==> src/rtl/irqseq_pkg.sv <==
package irqseq_pkg;

  localparam int FLAG_I = 2;
  localparam int FLAG_B = 4;
  localparam int FLAG_U = 5;

  typedef enum logic [3:0] {
    ST_IDLE, ST_RLO, ST_RHI, ST_W1, ST_W2,
    ST_PH, ST_PL, ST_PP, ST_VLO, ST_VHI
  } seq_state_e;

  typedef enum logic [1:0] {
    KIND_RST = 2'd0,
    KIND_NMI = 2'd1,
    KIND_IRQ = 2'd2
  } entry_kind_e;

  typedef struct packed {
    logic        capture;
    logic        push;
    logic [1:0]  pushSel;
    logic        rdLo;
    logic        rdHi;
    logic        fromReset;
    entry_kind_e kind;
  } seq_strobe_t;

  function automatic logic [15:0] vecBase(entry_kind_e k);
    case (k)
      KIND_NMI: vecBase = 16'hFFFA;
      KIND_IRQ: vecBase = 16'hFFFE;
      default:  vecBase = 16'hFFFC;
    endcase
  endfunction

endpackage

==> src/rtl/irqseq_pend.sv <==
module irqseq_pend #(
  parameter int SRC_W       = 4,
  parameter int ONESHOT_BIT = 0
) (
  input  logic             clk,
  input  logic             rstN,
  input  logic [SRC_W-1:0] irqSet,
  input  logic [SRC_W-1:0] irqClr,
  input  logic             nmiReq,
  input  logic             consume,
  output logic [SRC_W-1:0] irqPend,
  output logic             nmiPend
);

  for (genvar i = 0; i < SRC_W; i++) begin : g_src
    logic dropBit;
    if (i == ONESHOT_BIT) begin : g_once
      assign dropBit = consume;
    end else begin : g_level
      assign dropBit = 1'b0;
    end

    always_ff @(posedge clk or negedge rstN) begin
      if (!rstN) irqPend[i] <= 1'b0;
      else       irqPend[i] <= ((irqPend[i] & ~dropBit) | irqSet[i]) & ~irqClr[i];
    end

    // a clear strobe removes the bit on the next cycle, even against a set
    a_r7_clr_wins: assert property (@(posedge clk) disable iff (!rstN)
      irqClr[i] |=> !irqPend[i]);
    // a set without clear makes the bit pending
    a_r7_set_holds: assert property (@(posedge clk) disable iff (!rstN)
      (irqSet[i] && !irqClr[i]) |=> irqPend[i]);
  end

  always_ff @(posedge clk or negedge rstN) begin
    if (!rstN) nmiPend <= 1'b0;
    else       nmiPend <= (nmiPend & ~consume) | nmiReq;
  end

  // a request arriving during consumption survives
  a_r8_new_nmi_kept: assert property (@(posedge clk) disable iff (!rstN)
    nmiReq |=> nmiPend);

endmodule

==> src/rtl/irqseq_ctrl.sv <==
module irqseq_ctrl
  import irqseq_pkg::*;
(
  input  logic        clk,
  input  logic        rstN,
  input  logic        boundary,
  input  logic        nmiPend,
  input  logic        irqAny,
  input  logic        iFlagPrev,
  input  logic        haltReq,
  output seq_strobe_t strb,
  output logic        consume,
  output logic        busy,
  output logic        done,
  output logic [1:0]  entryKind,
  output logic        halted
);

  seq_state_e  state, stateNext;
  entry_kind_e kindReg;
  logic        doneReg;
  logic        atBound, takeNmi, takeIrq;

  assign atBound = (state == ST_IDLE) && boundary;
  assign takeNmi = atBound && nmiPend && !halted;
  assign takeIrq = atBound && !nmiPend && irqAny && !iFlagPrev && !halted;
  assign consume = atBound && (nmiPend || irqAny);

  always_comb begin
    stateNext = state;
    case (state)
      ST_IDLE: if (takeNmi || takeIrq) stateNext = ST_W1;
      ST_RLO:  stateNext = ST_RHI;
      ST_RHI:  stateNext = ST_IDLE;
      ST_W1:   stateNext = ST_W2;
      ST_W2:   stateNext = ST_PH;
      ST_PH:   stateNext = ST_PL;
      ST_PL:   stateNext = ST_PP;
      ST_PP:   stateNext = ST_VLO;
      ST_VLO:  stateNext = ST_VHI;
      ST_VHI:  stateNext = ST_IDLE;
      default: stateNext = ST_IDLE;
    endcase
  end

  always_ff @(posedge clk or negedge rstN) begin
    if (!rstN) begin
      state   <= ST_RLO;
      kindReg <= KIND_RST;
      doneReg <= 1'b0;
      halted  <= 1'b0;
    end else begin
      state   <= stateNext;
      doneReg <= (state == ST_VHI) || (state == ST_RHI);
      halted  <= halted | haltReq;
      if (takeNmi)      kindReg <= KIND_NMI;
      else if (takeIrq) kindReg <= KIND_IRQ;
    end
  end

  always_comb begin
    strb           = '0;
    strb.kind      = kindReg;
    strb.capture   = takeNmi || takeIrq;
    strb.push      = (state == ST_PH) || (state == ST_PL) || (state == ST_PP);
    strb.pushSel   = (state == ST_PH) ? 2'd0 : (state == ST_PL) ? 2'd1 : 2'd2;
    strb.rdLo      = (state == ST_VLO) || (state == ST_RLO);
    strb.rdHi      = (state == ST_VHI) || (state == ST_RHI);
    strb.fromReset = (state == ST_RLO) || (state == ST_RHI);
  end

  assign busy      = (state != ST_IDLE);
  assign done      = doneReg;
  assign entryKind = kindReg;

  // done lasts one cycle
  a_r5_done_single: assert property (@(posedge clk) disable iff (!rstN)
    done |=> !done);
  // halted block never starts an entry
  a_r6_halt_blocks: assert property (@(posedge clk) disable iff (!rstN)
    (atBound && halted) |=> !busy);
  // masked maskable request without NMI starts nothing
  a_r3_masked: assert property (@(posedge clk) disable iff (!rstN)
    (atBound && !nmiPend && iFlagPrev) |=> !busy);
  // pending NMI wins at a boundary
  a_r2_nmi_first: assert property (@(posedge clk) disable iff (!rstN)
    (atBound && nmiPend && !halted) |=> (busy && entryKind == KIND_NMI));

endmodule

==> src/rtl/irqseq_dpath.sv <==
module irqseq_dpath
  import irqseq_pkg::*;
#(
  parameter logic [7:0] STACK_PAGE = 8'h01
) (
  input  logic        clk,
  input  logic        rstN,
  input  seq_strobe_t strb,
  input  logic [15:0] pcIn,
  input  logic [7:0]  spIn,
  input  logic [7:0]  statusIn,
  input  logic [7:0]  memRdata,
  output logic [15:0] memAddr,
  output logic        memWe,
  output logic        memRe,
  output logic [7:0]  memWdata,
  output logic [15:0] pcOut,
  output logic [7:0]  spOut,
  output logic [7:0]  statusOut
);

  localparam logic [7:0] RESET_STATUS = 8'(1 << FLAG_I);

  logic [15:0] pcR;
  logic [7:0]  spR, stR, vecLo;
  logic [15:0] vecAddr;
  logic [7:0]  pushedStatus;

  assign vecAddr      = vecBase(strb.kind) + {15'd0, strb.rdHi};
  assign pushedStatus = (stR & ~8'(1 << FLAG_B)) | 8'(1 << FLAG_U);

  always_ff @(posedge clk or negedge rstN) begin
    if (!rstN) begin
      pcR   <= '0;
      spR   <= '0;
      stR   <= '0;
      vecLo <= '0;
    end else begin
      if (strb.capture) begin
        pcR <= pcIn;
        spR <= spIn;
        stR <= statusIn;
      end
      if (strb.push) spR <= spR - 8'd1;
      if (strb.rdLo) vecLo <= memRdata;
      if (strb.rdHi) begin
        pcR <= {memRdata, vecLo};
        if (strb.fromReset)             stR <= RESET_STATUS;
        else if (strb.kind == KIND_IRQ) stR <= stR | RESET_STATUS;
      end
    end
  end

  always_comb begin
    memAddr = '0;
    if (strb.push)                  memAddr = {STACK_PAGE, spR};
    else if (strb.rdLo || strb.rdHi) memAddr = vecAddr;
  end

  assign memWe = strb.push;
  assign memRe = strb.rdLo || strb.rdHi;

  always_comb begin
    case (strb.pushSel)
      2'd0:    memWdata = pcR[15:8];
      2'd1:    memWdata = pcR[7:0];
      default: memWdata = pushedStatus;
    endcase
  end

  assign pcOut     = pcR;
  assign spOut     = spR;
  assign statusOut = stR;

  // each push moves the stack pointer down by one, wrapping in 8 bits
  a_r4_sp_step: assert property (@(posedge clk) disable iff (!rstN)
    memWe |=> (spOut == 8'($past(spOut) - 8'd1)));
  // reads and writes never share a cycle
  a_r5_one_access: assert property (@(posedge clk) disable iff (!rstN)
    !(memWe && memRe));
  // the high vector byte comes from the address after the low one
  a_r2_vec_hi_follows: assert property (@(posedge clk) disable iff (!rstN)
    strb.rdHi |-> (memAddr == $past(memAddr) + 16'd1));

endmodule

==> src/rtl/irqseq_top.sv <==
module irqseq_top
  import irqseq_pkg::*;
#(
  parameter int         SRC_W       = 4,
  parameter int         ONESHOT_BIT = 0,
  parameter logic [7:0] STACK_PAGE  = 8'h01
) (
  input  logic             clk,
  input  logic             rstN,
  input  logic             boundary,
  input  logic [15:0]      pcIn,
  input  logic [7:0]       spIn,
  input  logic [7:0]       statusIn,
  input  logic             iFlagPrev,
  input  logic [SRC_W-1:0] irqSet,
  input  logic [SRC_W-1:0] irqClr,
  input  logic             nmiReq,
  input  logic             haltReq,
  input  logic [7:0]       memRdata,
  output logic [15:0]      memAddr,
  output logic             memWe,
  output logic             memRe,
  output logic [7:0]       memWdata,
  output logic [15:0]      pcOut,
  output logic [7:0]       spOut,
  output logic [7:0]       statusOut,
  output logic             busy,
  output logic             done,
  output logic [1:0]       entryKind,
  output logic             halted
);

  logic [SRC_W-1:0] irqPend;
  logic             nmiPend;
  logic             consume;
  seq_strobe_t      strb;

  irqseq_pend #(.SRC_W(SRC_W), .ONESHOT_BIT(ONESHOT_BIT)) u_pend (
    .clk(clk), .rstN(rstN), .irqSet(irqSet), .irqClr(irqClr),
    .nmiReq(nmiReq), .consume(consume), .irqPend(irqPend), .nmiPend(nmiPend)
  );

  irqseq_ctrl u_ctrl (
    .clk(clk), .rstN(rstN), .boundary(boundary), .nmiPend(nmiPend),
    .irqAny(|irqPend), .iFlagPrev(iFlagPrev), .haltReq(haltReq),
    .strb(strb), .consume(consume), .busy(busy), .done(done),
    .entryKind(entryKind), .halted(halted)
  );

  irqseq_dpath #(.STACK_PAGE(STACK_PAGE)) u_dpath (
    .clk(clk), .rstN(rstN), .strb(strb), .pcIn(pcIn), .spIn(spIn),
    .statusIn(statusIn), .memRdata(memRdata), .memAddr(memAddr),
    .memWe(memWe), .memRe(memRe), .memWdata(memWdata), .pcOut(pcOut),
    .spOut(spOut), .statusOut(statusOut)
  );

endmodule

==> config.mk <==
export PLATFORM = sky130hd
export DESIGN_NAME = irqseq_top
export DESIGN_NICKNAME = d
export VERILOG_FILES = /design/src/rtl/irqseq_pkg.sv /design/src/rtl/irqseq_pend.sv /design/src/rtl/irqseq_ctrl.sv /design/src/rtl/irqseq_dpath.sv /design/src/rtl/irqseq_top.sv
export SDC_FILE = /design/constraint.sdc
export NUM_CORES = 1
export LEC_CHECK = 0
export BUFFER_PORTS_ARGS = -buffer_cell sky130_fd_sc_hd__buf_4
export CAP_MARGIN = 20
export CORE_ASPECT_RATIO = 0.9
export CORE_UTILIZATION = 44
export DETAILED_ROUTE_END_ITERATION = 6
export PLACE_DENSITY = 0.78
export SLEW_MARGIN = 0
export SYNTH_ARGS = -nofsm -noshare
export SYNTH_HDL_FRONTEND = slang
export SYNTH_SLANG_ARGS = --single-unit
export TNS_END_PERCENT = 30
==> constraint.sdc <==
create_clock -name clk -period 2.4 [get_ports clk]
set_input_delay 0.48 -clock clk [delete_from_list [all_inputs] [get_ports clk]]
set_output_delay 0.48 -clock clk [all_outputs]
set_load 0.02 [all_outputs]
==> results of run 1 <==
## flip-flops by register name (all words and copies together) (netlist names)
name and count:
u_ctrl.done 1, u_ctrl.entryKind 2, u_dpath.statusOut 8, u_dpath.vecLo 8
u_pend.irqPend 4, u_ctrl.state 4, u_dpath.pcOut 16, u_dpath.spOut 8
u_pend.nmiPend 1, u_ctrl.halted 1
## cell usage in the layout, fill, tap and decap left out, drive strengths merged, types with 6 or more instances in the layout
| master | instances |
|---|---|
| a21oi | 12 |
| a221o | 18 |
| a31oi | 8 |
| and2 | 17 |
| buf | 128 |
| clkbuf | 6 |
| dfrtp | 52 |
| inv | 21 |
| mux2 | 8 |
| nand2 | 18 |
| nand2b | 9 |
| nand3 | 9 |
| nor2 | 21 |
| o21ai | 15 |
| o22ai | 8 |
| o31ai | 7 |
## metal layers
layer	wire (um)	vias up	part of all wire [%]	global-route usage, %
li1	-	1283	-	-
met1	3349	1282	42	30.69
met5	0	-	0	0
met3	664	15	8.3	6.835
met4	137	0	1.7	7.000
met2	3830	128	48	40.79
## area by class of cell
type                            instances  area (um^2)
Clock buffer                            6        72.57
Clock inverter                          2        15.01
Fill cell                             528         2280
Inverter                               21        78.83
Multi-Input combinational cell        197         1324
Sequential cell                        53         1330
Tap cell                               87        108.9
Timing Repair Buffer                  128        973.4
## cells by family (layout without fill, tap and decap cells)
| family | count (synthesis) | in the layout | share of synthesized area (%) |
|---|---|---|---|
| AO/OA/AOI/OAI | 87 | 87 | 22.01 |
| XOR/XNOR | 2 | 2 | 0.6177 |
| adder cells (fa/ha/maj) | 3 | 3 | 1.323 |
| buffers and inverters | 46 | 157 | 7.366 |
| flip-flops | 53 | 53 | 46.80 |
| multiplexers | 8 | 8 | 3.176 |
| AND/OR/NAND/NOR | 97 | 97 | 18.70 |
## Yosys cell counts, types with 2 or more instances
library cell / instances
nor2b_1: 2
and2_1: 17
nand2b_1: 9
or3_1: 2
clkbuf_1: 12
buf_4: 8
nor3_1: 5
nand3_1: 9
a31oi_1: 8
o21a_1: 5
nor2_1: 20
nor4_1: 3
mux2_2: 8
o211ai_1: 5
a221o_1: 18
nand3b_1: 3
xnor2_1: 2
nand4_1: 3
buf_2: 5
a21o_1: 2
dfrtp_1: 52
o22ai_1: 8
o31ai_1: 7
inv_1: 20
a21oi_1: 11
o21ai_0: 15
nand2_1: 18
ha_1: 3
## worst max-delay path, delay by kind of cell, from the launching register on
kind	cells	cell delay, ns
compound gates	1	0.15
buf+inv	1	0.16
xor+xnor	1	0.11
flops	1	0.63
simple gates	2	0.53
## power by group through the flow
stage	registers, W	clock network (W)	logic (W)
2_1_floorplan	0.000979	0	0.0000463
3_3_place_gp	0.000963	0	0.000191
3_5_place_dp	0.000964	0	0.000195
4_1_cts	0.000947	0.000514	0.000196
5_1_grt	0.000951	0.000544	0.000210
6_report	0.000947	0.000500	0.000194
## stage by stage
| step | power (W) | TNS [ns] | utilization (%) | worst slack, ns |
|---|---|---|---|---|
| after floorplan | 0.001025 | 0 | - | 0.05911 |
| after global placement | 0.001155 | 0 | 60.72 | 0.3036 |
| after detailed placement | 0.001159 | 0 | 60.72 | 0.2305 |
| after CTS | 0.001656 | 0 | 62.78 | 0.004602 |
| after global routing | 0.001705 | -0.04871 | 63.12 | -0.02937 |
| final | 0.001640 | 0 | 63.12 | 0.03606 |
## what timing repair did
item	in CTS	in global routing
resized for setup	7	6
setup endpoints to repair	14	11
buffers inserted	3	0
pin swaps	0	1
## final timing paths
check	endpoint	slack (ns)	startpoint	depth (start not counted)
min in group clk	u_pend.irqPend[0]	0.32	irqClr[0]	2
worst max-delay path	memAddr[1]	0.04	u_ctrl.state[0]	5
worst min register to register	u_pend.irqPend[3]	0.50	u_pend.irqPend[3]	2
worst min-delay path	u_dpath.vecLo[3]	0.19	rstN	1
worst max register to register	u_dpath.statusOut[6]	0.15	u_ctrl.state[1]	7
max in group asynchronous	u_ctrl.state[2]	1.73	rstN	1
==> results_dict.tcl, run 1 <==
set metrics [dict create \
    ys_types 44 \
    hold_class "input pin to async pin" \
    critPathCaptureType "output port" \
    p_leak_nw 1.845 \
    place_area_um2 3754 \
    grt_pass1_vias 2655 \
    hpwl_mm 5.776 \
    async_flop_share_pct 100.0 \
    worst-setup-path-type "flip-flop to output port" \
    instances_no_fill 494 \
    synth_edf_count 0 \
    synth_seq_area_share_pct 46.80 \
    critPathMaxStageDelay_ns 0.63 \
    slew_headroom_pct 40.41 \
    wl_per_cell_um 16.15 \
    setup_viol 0 \
    p_comb_share_pct 11.8 \
    yosys.area.top_type "dfrtp_1" \
    fp.dieH_um 78.17 \
    drtAntennaViolNets 0 \
    drt_iter0_markers 206 \
    grt_antenna_before_repair 0 \
    clkTransAtPathRegs_ns 0.09 \
    synth_area_leaders "dfrtp_1 46%, a221o_1 6.4%, and2_1 3.7%, mux2_2 3.2%, inv_1 2.6%" \
    wl_mm 7.980 \
    crit_fanout 5 \
    synth_seq_cells 53 \
    synth_ff_type "dfrtp_1" \
    crit_path_start_kind "flip-flop" \
    slew_violations 0 \
    coreArea_um2 6182 \
    rows 27 \
    cts_buffers 5 \
    synthesis.nets 353 \
    syn_to_final_growth_pct 37.58 \
    syn_avg_cell_area_um2 9.583 \
    cts.path.max_buffers 2 \
    drive_above_1_share_pct 39.31 \
    htreeDepth 2 \
    overflow 0 \
    worst_slew_pin_slew_ns 0.8939 \
    gp_congestion 0.8218 \
    netlist_instances 296 \
    fmax_mhz 423.0 \
    fin_crit_ns 2.364 \
    stdcell_area_um2 3902 \
    arrival_ns 1.88 \
    powerDensity_nw_per_um2 420.4 \
    portBuffers 116 \
    power_frac_seq_pct 57.7 \
    num_vias 2708 \
    io_pins 117 \
    grt_pass1_wl_mm 12.81 \
    initial_utilization_pct 45.88 \
    required_ns 1.92 \
    track_usage_pct 24.35 \
    avgViaCountPerCell 5.482 \
    clock_skew_ns 0.01131 \
    holdWs_ns 0.1947 \
    grt_max_degree 54 \
    diodes 0 \
    cts.sinks 53 \
    cts_root_buffer "clkbuf_8" \
    vdd_drop_max_v 0.0003029 \
    drt_pass1_iterations 4 \
    die_w_um 86.64 \
    ctsHoldBuffers 0 \
    synth_top_area_share_pct 45.88 \
    power.net_switching_w 0.0004052 \
    hold_viol_final 0 \
    p_sw_share_pct 24.70 \
    p_int_w 0.001235 \
    rsz0062_at_grt "true" \
    die_area_um2 6772 \
    clkLatencyLatePin_ns 0.31 \
    cp_cell_sequence "xnor2_1 > or3_4 > and2_4 > o22ai_2 > buf_4" \
    post-place-cells 483 \
    maxCapViolCount 0 \
    cts_tree "built" \
    post-route-drc-count 0 \
    fin_crit_sh_pct 98.50 \
    yosysWarnings 0 \
    status "complete, no violations" \
    slowest_stage "dfstp_2" \
    finalNetCount 463 \
    power_frac_clock_pct 30.5 \
    synth_area_um2 2836 \
]
Note: power is estimated with default switching activity, not from simulation.
==> run 2: changes to the inputs <==
- SETUP_SLACK_MARGIN: not set -> 0.5
==> run 2 against run 1 <==
  * The flow now finishes with violations (setup timing)
  * Combinational power increased by 3%
  * Largest power group unchanged
  * Register-to-register slack got worse by 0.03 ns
  * Via count increased by 10%
  * Non-clock buffer count is 17 higher
==> results_dict.tcl, run 2 (synthesis results as in run 1) <==
set metrics [dict create \
    mostFrequentLayoutCells "110 x buf_4, 50 x dfrtp_1, 29 x buf_6" \
    num_vias 2978 \
    cts.path.max_buffers 2 \
    rows 27 \
    wl_mm 9.613 \
    clkLatencyLatePin_ns 0.32 \
    gp_congestion 0.8239 \
    cts_buffers 5 \
    fp.dieH_um 78.17 \
    stdcell_area_um2 4467 \
    cts_root_buffer "clkbuf_8" \
    r2r_cells 7 \
    die_area_um2 6772 \
    hpwl_mm 5.645 \
    clkTransAtPathRegs_ns 0.10 \
    drive_above_1_share_pct 50.35 \
    power_frac_clock_pct 33.1 \
    post-route-drc-count 0 \
    largest_register_ffs 16 \
    drtAntennaViolNets 0 \
    crit_path_start_kind "flip-flop" \
    arrival_ns 1.98 \
    rsz0062_at_grt "true" \
    htreeDepth 2 \
    p_leak_nw 2.036 \
    vdd_drop_max_v 0.0003203 \
    final_core_util_pct 72.25 \
    power_frac_seq_pct 55.3 \
    grt_pass1_wl_mm 13.41 \
    p_int_w 0.001271 \
    crit_fanout 5 \
    ctsHoldBuffers 0 \
    reg2reg_to "u_dpath.pcOut[12]" \
    coreArea_um2 6182 \
    die_w_um 86.64 \
    violations "setup timing" \
    finalNetCount 481 \
    initial_utilization_pct 45.88 \
    fin_crit_sh_pct 102.6 \
    cts_tree "built" \
    slew_violations 0 \
    setup_viol 7 \
    portBuffers 116 \
    p_sw_share_pct 25.83 \
    clock_skew_ns 0.009573 \
    track_usage_pct 25.61 \
    worst-setup-path-type "flip-flop to output port" \
    instances_no_fill 512 \
    worst_slew_pin_slew_ns 0.6684 \
    r2r_start "u_ctrl.state[1]" \
    hold_viol_final 0 \
    grt_antenna_before_repair 0 \
    slew_headroom_pct 55.44 \
    power.net_switching_w 0.0004426 \
    setup_tns_ns -0.2895 \
    grt_max_degree 54 \
    overflow 0 \
    drt_pass1_iterations 5 \
    required_ns 1.92 \
    fin_crit_ns 2.463 \
    post-place-cells 485 \
    syn_to_final_growth_pct 57.48 \
    p_comb_share_pct 11.6 \
    avgViaCountPerCell 5.816 \
    cts.sinks 53 \
    maxCapViolCount 0 \
    place_area_um2 3836 \
    io_pins 117 \
    setup_ws_ns -0.06314 \
    powerDensity_nw_per_um2 383.5 \
    r2r_setup_slack_ns 0.12 \
    grt_pass1_vias 2850 \
    final_common_cell "buf_4" \
    diodes 0 \
    fmax_mhz 406.0 \
    hold_class "input pin to async pin" \
    drt_iter0_markers 226 \
    critPathCaptureType "output port" \
    wl_per_cell_um 18.78 \
    status "complete, but fails checks" \
]
run 2: cell count changes in the layout (fill, tap and decap cells not counted), moves of 3 or more:
cell / change
o21ai_2: +7
o21ai_0: -9
buf_4: -17
a21oi_1: -8
o21a_1: -4
buf_6: +29
nor2_4: +3
a21oi_2: +7
run 2: power groups by stage:
stage                     registers, W  clock network [W]  logic [W]
after global routing          0.000951           0.000598   0.000215
after detailed placement      0.000963                  0   0.000195
after global placement        0.000963                  0   0.000193
final                         0.000947           0.000567   0.000199
after floorplan               0.000979                  0  0.0000471
after CTS                     0.000946           0.000562   0.000195
run 2: worst max path at each step:
stage	from	to	slack (ns)	cells after the start
global placement	u_ctrl.state[0]	memAddr[2]	0.09	5
finish	u_ctrl.state[0]	memAddr[1]	-0.06	5
global route	u_ctrl.state[1]	memAddr[5]	-0.10	7
CTS	u_ctrl.state[1]	memAddr[1]	-0.006	6
floorplan	u_ctrl.state[0]	memAddr[10]	0.40	6
detailed placement	u_ctrl.state[0]	memAddr[2]	0.04	5
run 2: layout make-up:
type	count	area [um^2]
Timing Repair Buffer	145	1295
Sequential cell	53	1330
Fill cell	436	1715
Inverter	21	86.33
Multi-Input combinational cell	198	1546
Clock buffer	6	82.58
Tap cell	87	108.9
Clock inverter	2	17.52
run 2: critical path: stages, from the launching register on:
cell     delay, ns
dfstp_2       0.61
xnor2_1       0.14
or3_4         0.39
and2_4        0.23
o22ai_4       0.16
buf_6         0.14
run 2: repair_timing:
action | in CTS | in global routing
pin swaps | 7 | 32
endpoints found under the setup margin | 60 | 63
endpoints found under the hold margin | 0 | 0
gates resized for setup | 32 | 55
gates cloned | 2 | 2
setup buffers | 12 | 3
run 2: metrics by stage:
stage / total power [W] / worst slack, ns / hold slack, ns
5_1_grt: 0.001764 / -0.1043 / 0.2318
2_1_floorplan: 0.001026 / 0.4029 / 0.1844
3_3_place_gp: 0.001155 / 0.08639 / 0.4799
6_report: 0.001713 / -0.06314 / 0.1751
3_5_place_dp: 0.001158 / 0.04328 / 0.4849
4_1_cts: 0.001703 / -0.006084 / 0.2159
run 2: metal layers:
layer  global-route usage (%)  part of all wire, %  vias up
li1                         -                    -     1320
met1                    31.51                   40     1463
met2                    42.46                   50      161
met3                    6.099                  6.9       34
met4                    12.00                  2.5        0
met5                        0                    0        -
